File: config.mk
export PLATFORM = sky130hd
export DESIGN_NAME = wiper_ctrl
export DESIGN_NICKNAME = d
export VERILOG_FILES = /design/src/rtl/wiper_pkg.sv /design/src/rtl/wiper_sync.sv /design/src/rtl/wiper_counter.sv /design/src/rtl/tap_decode.sv /design/src/rtl/nv_store.sv /design/src/rtl/wiper_ctrl.sv
export SDC_FILE = /design/constraint.sdc
export NUM_CORES = 1
export LEC_CHECK = 0
export BUFFER_PORTS_ARGS = -buffer_cell sky130_fd_sc_hd__buf_2
export CELL_PAD_IN_SITES_DETAIL_PLACEMENT = 0
export CELL_PAD_IN_SITES_GLOBAL_PLACEMENT = 2
export CORE_ASPECT_RATIO = 1.5
export CORE_UTILIZATION = 26
export CTS_BUF_LIST = sky130_fd_sc_hd__clkbuf_8
export DETAILED_ROUTE_END_ITERATION = 10
export GPL_TIMING_DRIVEN = 0
export PLACE_DENSITY_LB_ADDON = 0.1
export SLEW_MARGIN = 20
export SYNTH_ARGS = -nofsm -noshare
export SYNTH_HDL_FRONTEND = slang
export SYNTH_SLANG_ARGS = --single-unit
File: constraint.sdc
create_clock -name clk -period 2.1 [get_ports clk]
set_clock_uncertainty 0.1 [all_clocks]
set_input_delay 0.105 -clock clk [delete_from_list [all_inputs] [get_ports clk]]
set_output_delay 0.105 -clock clk [all_outputs]
set_load 0.02 [all_outputs]
File: src/rtl/wiper_pkg.sv
`timescale 1ns/1ps
package wiper_pkg;
    typedef enum logic [2:0] {
        ST_POWERUP = 3'd0,
        ST_IDLE    = 3'd1,
        ST_ACTIVE  = 3'd2,
        ST_STORE   = 3'd3,
        ST_STANDBY = 3'd4
    } wstate_e;
endpackage

File: src/rtl/wiper_sync.sv
`timescale 1ns/1ps
// Two-flop synchronizer bank with a per-bit reset value.
module wiper_sync #(
    parameter int          N       = 3,
    parameter logic [N-1:0] RST_VAL = '0
) (
    input  logic         clk,
    input  logic         rst_n,
    input  logic [N-1:0] d,
    output logic [N-1:0] q
);
    logic [N-1:0] meta;

    for (genvar i = 0; i < N; i++) begin : g_bit
        always_ff @(posedge clk or negedge rst_n) begin
            if (!rst_n) begin
                meta[i] <= RST_VAL[i];
                q[i]    <= RST_VAL[i];
            end else begin
                meta[i] <= d[i];
                q[i]    <= meta[i];
            end
        end
    end
endmodule

File: src/rtl/wiper_counter.sv
`timescale 1ns/1ps
// Saturating up/down position counter with parallel load.
module wiper_counter #(
    parameter int POS_W = 7
) (
    input  logic             clk,
    input  logic             rst_n,
    input  logic             load,
    input  logic [POS_W-1:0] load_val,
    input  logic             step_en,
    input  logic             up,
    output logic [POS_W-1:0] pos
);
    localparam logic [POS_W-1:0] POS_MAX = '1;

    always_ff @(posedge clk or negedge rst_n) begin
        if (!rst_n) begin
            pos <= '0;
        end else if (load) begin
            pos <= load_val;
        end else if (step_en) begin
            if (up && pos != POS_MAX) begin
                pos <= pos + 1'b1;
            end else if (!up && pos != '0) begin
                pos <= pos - 1'b1;
            end
        end
    end
endmodule

File: src/rtl/tap_decode.sv
`timescale 1ns/1ps
// Binary position to one-hot tap select.
module tap_decode #(
    parameter int POS_W = 7,
    localparam int TAPS = 1 << POS_W
) (
    input  logic [POS_W-1:0] pos,
    output logic [TAPS-1:0]  taps
);
    for (genvar i = 0; i < TAPS; i++) begin : g_tap
        assign taps[i] = (pos == POS_W'(i));
    end
endmodule

File: src/rtl/nv_store.sv
`timescale 1ns/1ps
// Nonvolatile register model: captures on start, then counts a write time.
module nv_store #(
    parameter int             POS_W        = 7,
    parameter int             STORE_CYCLES = 5000000,
    parameter logic [POS_W-1:0] INIT_POS   = 7'd64
) (
    input  logic             clk,
    input  logic             pwr_on_n,
    input  logic             start,
    input  logic [POS_W-1:0] din,
    output logic [POS_W-1:0] dout,
    output logic             done
);
    localparam int TW = $clog2(STORE_CYCLES + 1);

    logic [TW-1:0] remain;

    always_ff @(posedge clk or negedge pwr_on_n) begin
        if (!pwr_on_n) begin
            dout   <= INIT_POS;
            remain <= '0;
        end else if (start) begin
            dout   <= din;
            remain <= TW'(STORE_CYCLES);
        end else if (remain != '0) begin
            remain <= remain - 1'b1;
        end
    end

    assign done = (remain == TW'(1));
endmodule

File: src/rtl/wiper_ctrl.sv
`timescale 1ns/1ps
// Wiper position controller: select/step/direction front end, saturating
// counter, one-hot tap decode and nonvolatile store with power-up recall.
module wiper_ctrl
    import wiper_pkg::*;
#(
    parameter int             POS_W        = 7,
    parameter int             STORE_CYCLES = 5000000,
    parameter int             PWRUP_CYCLES = 750000,
    parameter logic [POS_W-1:0] INIT_POS   = 7'd64,
    localparam int            TAPS         = 1 << POS_W
) (
    input  logic             clk,
    input  logic             pwr_on_n,
    input  logic             rst_n,
    input  logic             sel_n,
    input  logic             step,
    input  logic             dir_up,
    output logic [POS_W-1:0] wiper_pos,
    output logic [TAPS-1:0]  tap_sel,
    output logic             busy,
    output logic             ready,
    output logic             standby
);
    localparam int PU_W = $clog2(PWRUP_CYCLES + 1);

    logic             sys_rst_n;
    logic [2:0]       sync_q;
    logic             sel_s, step_s, dir_s;
    logic             step_prev;
    logic             step_fall;
    wstate_e          state, nxt;
    logic             nv_start, nv_done;
    logic [POS_W-1:0] nv_q;
    logic             cnt_load, step_en;
    logic [PU_W-1:0]  pu_cnt;

    assign sys_rst_n = rst_n & pwr_on_n;

    wiper_sync #(.N(3), .RST_VAL(3'b011)) u_sync (
        .clk   (clk),
        .rst_n (sys_rst_n),
        .d     ({dir_up, step, sel_n}),
        .q     (sync_q)
    );
    assign sel_s  = sync_q[0];
    assign step_s = sync_q[1];
    assign dir_s  = sync_q[2];

    always_ff @(posedge clk or negedge sys_rst_n) begin
        if (!sys_rst_n) step_prev <= 1'b1;
        else            step_prev <= step_s;
    end
    assign step_fall = step_prev & ~step_s;

    always_ff @(posedge clk or negedge sys_rst_n) begin
        if (!sys_rst_n)                              pu_cnt <= PU_W'(PWRUP_CYCLES);
        else if (state == ST_POWERUP && pu_cnt != '0) pu_cnt <= pu_cnt - 1'b1;
    end

    // State register
    always_ff @(posedge clk or negedge sys_rst_n) begin
        if (!sys_rst_n) state <= ST_POWERUP;
        else            state <= nxt;
    end

    // Next state and control strobes
    always_comb begin
        nxt      = state;
        nv_start = 1'b0;
        step_en  = 1'b0;
        cnt_load = 1'b0;
        unique case (state)
            ST_POWERUP: begin
                cnt_load = 1'b1;
                if (pu_cnt == '0) nxt = ST_IDLE;
            end
            ST_IDLE: begin
                if (!sel_s) nxt = ST_ACTIVE;
            end
            ST_ACTIVE: begin
                if (sel_s) begin
                    if (step_s) begin
                        nxt      = ST_STORE;
                        nv_start = 1'b1;
                    end else begin
                        nxt = ST_IDLE;
                    end
                end else begin
                    step_en = step_fall;
                end
            end
            ST_STORE: begin
                if (nv_done) nxt = ST_STANDBY;
            end
            ST_STANDBY: begin
                if (!sel_s) nxt = ST_ACTIVE;
            end
            default: nxt = ST_POWERUP;
        endcase
    end

    // Outputs
    always_comb begin
        ready   = 1'b1;
        busy    = 1'b0;
        standby = 1'b0;
        unique case (state)
            ST_POWERUP: ready   = 1'b0;
            ST_IDLE:    ready   = 1'b1;
            ST_ACTIVE:  ready   = 1'b1;
            ST_STORE:   busy    = 1'b1;
            ST_STANDBY: standby = 1'b1;
            default:    ready   = 1'b0;
        endcase
    end

    wiper_counter #(.POS_W(POS_W)) u_cnt (
        .clk      (clk),
        .rst_n    (sys_rst_n),
        .load     (cnt_load),
        .load_val (nv_q),
        .step_en  (step_en),
        .up       (dir_s),
        .pos      (wiper_pos)
    );

    tap_decode #(.POS_W(POS_W)) u_dec (
        .pos  (wiper_pos),
        .taps (tap_sel)
    );

    nv_store #(
        .POS_W        (POS_W),
        .STORE_CYCLES (STORE_CYCLES),
        .INIT_POS     (INIT_POS)
    ) u_nv (
        .clk      (clk),
        .pwr_on_n (pwr_on_n),
        .start    (nv_start),
        .din      (wiper_pos),
        .dout     (nv_q),
        .done     (nv_done)
    );
endmodule

==> impl_metrics.yaml <==
yosys:
  async_reset_ff_share_pct: 100.0
  syn_nets: 550
  yosysWarningCount: 0
  syn_area_mm2: 0.004178
  syn_area_per_cell_um2: 7.809
  ys.flop_type: "dfrtp_1"
  yosysSeqAreaShare_pct: 40.61
  synth_top_area_share_pct: 30.55
  synth_edf_count: 0
  synth_commonest_cells: "nor2_1, dfrtp_1, nand2_1"
  synth_seq_cells: 67
  ys_types: 53
  syn_inst: 535
  synthTopCellsByArea: "dfrtp_1, nor2_1, dfstp_2, xor2_1, nand2_1"
  synth.most_common_cell: "nor2_1"
  yosysTopAreaCell: "dfrtp_1"
clocking:
  cts_buffers: 9
  cts_tree: "built"
  clock_latency_ns: 0.35
  clockBufferDepth: 2
  h-tree-depth: 3
  cts-root-buf: "clkbuf_8"
  clk_pin_slew_ns: 0.08
  numClockSinks: 67
layout:
  fin_cells: 941
  finish.utilization_pct: 41.02
  drive_above_1_share_pct: 45.39
  num-nets-final: 748
  area.growth.synth_to_final_pct: 54.12
  antenna_cells: 0
die:
  core_region_area_mm2: 0.01570
  io_pins: 144
  die_y_um: 157.3
  std_cell_rows: 56
  dieArea_mm2: 0.01659
  die_w_um: 105.5
  start_util_pct: 26.62
detailed_routing:
  drt_iter0_markers: 171
  met3_length_um: 617
  dr.max_layer_used: "met4"
  first_pass_iters: 4
  routed_wl_um: 14980
  m1WireLength_um: 5771
  vias: 4500
  viasPerCell: 4.782
  wl_per_cell_um: 15.92
  drc: 0
  antenna_left: 0
  wl_met2_um: 8364
timing:
  holdWs_ns: 0.1908
  slew_headroom_pct: 47.73
  tns_ns: -0.3038
  hold_violations: 0
  setup_viol: 5
  min_period_over_period_pct: 104.2
  maxSlewViolCount: 0
  max_freq_mhz: 457.1
  worst_pin_slew_ns: 0.7840
  finalWorstPathRequiredPeriod_ns: 2.188
  rsz0062_at_grt: "true"
  final.setup.worst_slack_ns: -0.08767
worst_setup_path:
  worstSetupPathType: "reg -> reg"
  crit_top_cell: "buf_6"
  cp_cell_sequence: "inv_4 > ha_4 > or3b_4 > o32ai_4 > or2_1 > buf_6 > buf_6 > nor2_2 > a221o_1"
  start_kind: "register"
  worstPathMaxFanout: 6
  end_kind: "register"
  critPathSlowestCell: "dfrtp_2"
  cpLargestDelayFamily: "simple AND/OR/NAND/NOR gates"
  slowest_delay_ns: 0.43
  crit_buf_inv: 3
  worst_ep_required_time_ns: 2.24
  crit_arrival_ns: 2.32
place:
  dp_cells: 882
  hpwl_um: 10630
  gp_congestion: 0.7994
  port_buffers: 143
grt:
  antenna_found_initial: 0
  grt_pass1_vias: 4102
  grt_start_max_net_pins: 32
  grtUsageTotal_pct: 17.50
  grt_pass1_wl_um: 22460
  overflow: 0
job:
  max-cap-violations: 0
status:
  violations: "negative setup slack"
  status: "finished, violations left"
min_path:
  min_path_type: "in -> async"
pwr:
  power_per_cell_area_mw_per_mm2: 656.8
  leakagePower_nw: 2.978
  vdd_drop_max_uv: 260.5
-- flip-flops by register name, summed over array words and instances (netlist names) --
name         cells
pu_cnt          20
state            3
u_sync.q         3
u_cnt.pos        7
u_sync.meta      3
step_prev        1
u_nv.remain     23
u_nv.dout        7
-- cell usage in the layout (no fill, tap or decap), types with 5 or more instances in the layout --
| cell type | count |
|---|---|
| nand3_1 | 17 |
| buf_4 | 68 |
| inv_1 | 9 |
| nand4_1 | 14 |
| nor2_2 | 18 |
| xor2_1 | 25 |
| dfrtp_1 | 42 |
| dlygate4sd3_1 | 5 |
| ha_1 | 5 |
| o21ai_0 | 14 |
| nor3_1 | 14 |
| clkbuf_8 | 11 |
| buf_2 | 112 |
| dfrtp_2 | 9 |
| nand2_1 | 37 |
| dfstp_2 | 16 |
| nor4_1 | 6 |
| nor2_4 | 9 |
| buf_6 | 17 |
| buf_8 | 5 |
| nand2_2 | 9 |
| nand3_2 | 5 |
| a21oi_1 | 5 |
| o21ai_1 | 5 |
| nor2_1 | 146 |
| xnor2_1 | 12 |
-- layout make-up --
cell class | count | area [um2]
sequential | 67 | 1708
inverter | 11 | 52.55
multi-input combinational | 425 | 2729
clock buffer | 10 | 137.6
clock inverter | 6 | 35.03
fill | 1681 | 9256
buffer | 25 | 222.7
timing repair buffer | 194 | 1300
tap | 203 | 254.0
-- worst reg2reg max path: cells and delay by family (launching register included) --
kind            cells  cell delay [ns]
flops               1             0.43
simple gates        3             0.60
fa+ha+maj           1             0.13
compound gates      2             0.52
buf+inv             3             0.29
-- where the power goes --
part / total [mW] / internal [mW] / switching [mW] / leakage [nW]
sequential: 1.77 / 1.50 / 0.272 / 0.815
clock: 0.954 / 0.450 / 0.505 / 0.0869
combinational: 1.50 / 0.686 / 0.813 / 2.08
-- kinds of logic after synthesis --
family	synth area share (%)
flops	40.61
simple gates	35.82
fa+ha+maj	2.935
xor+xnor	7.757
compound gates	7.997
buf+inv	4.372
mux	0.5091
-- routing by layer --
layer	vias up	global-route usage [%]
met1	2142	19.06
met4	0	5.556
met3	17	2.609
li1	2194	-
met2	147	34.27
met5	-	0
-- what timing repair did --
action | in CTS | in global routing
setup endpoints to repair | 177 | 144
pin swaps | 11 | 19
hold buffers | 5 | 0
setup buffers | 19 | 24
resized for setup | 87 | 123
gates cloned | 0 | 2
hold endpoints to repair | 59 | 0
-- metrics by stage --
stage	instance area, um2	setup slack [ns]	power, mW
2_1_floorplan	4205	-0.1816	2.452
3_3_place_gp	5175	-0.6261	2.744
3_5_place_dp	5201	-0.3629	2.772
4_1_cts	5831	-0.2142	3.999
5_1_grt	6439	-0.1682	4.495
6_report	6439	-0.08767	4.229
-- final timing paths --
kind / start / endpoint / slack, ns / depth (start not counted)
min reg2reg: u_sync.meta[2]$_DFF_PN0_ / u_sync.q[2]$_DFF_PN0_ / 0.26 / 0
min in group clk: u_sync.meta[2]$_DFF_PN0_ / u_sync.q[2]$_DFF_PN0_ / 0.26 / 0
max reg2reg: u_cnt.pos[1]$_DFFE_PN0P_ / u_cnt.pos[1]$_DFFE_PN0P_ / -0.09 / 9
min: rst_n / u_cnt.pos[1]$_DFFE_PN0P_ / 0.19 / 3
max in group asynchronous: pwr_on_n / pu_cnt[19]$_DFFE_PN1P_ / 0.49 / 4
max: u_cnt.pos[1]$_DFFE_PN0P_ / u_cnt.pos[1]$_DFFE_PN0P_ / -0.09 / 9
Power figures use the tool's default switching activity.
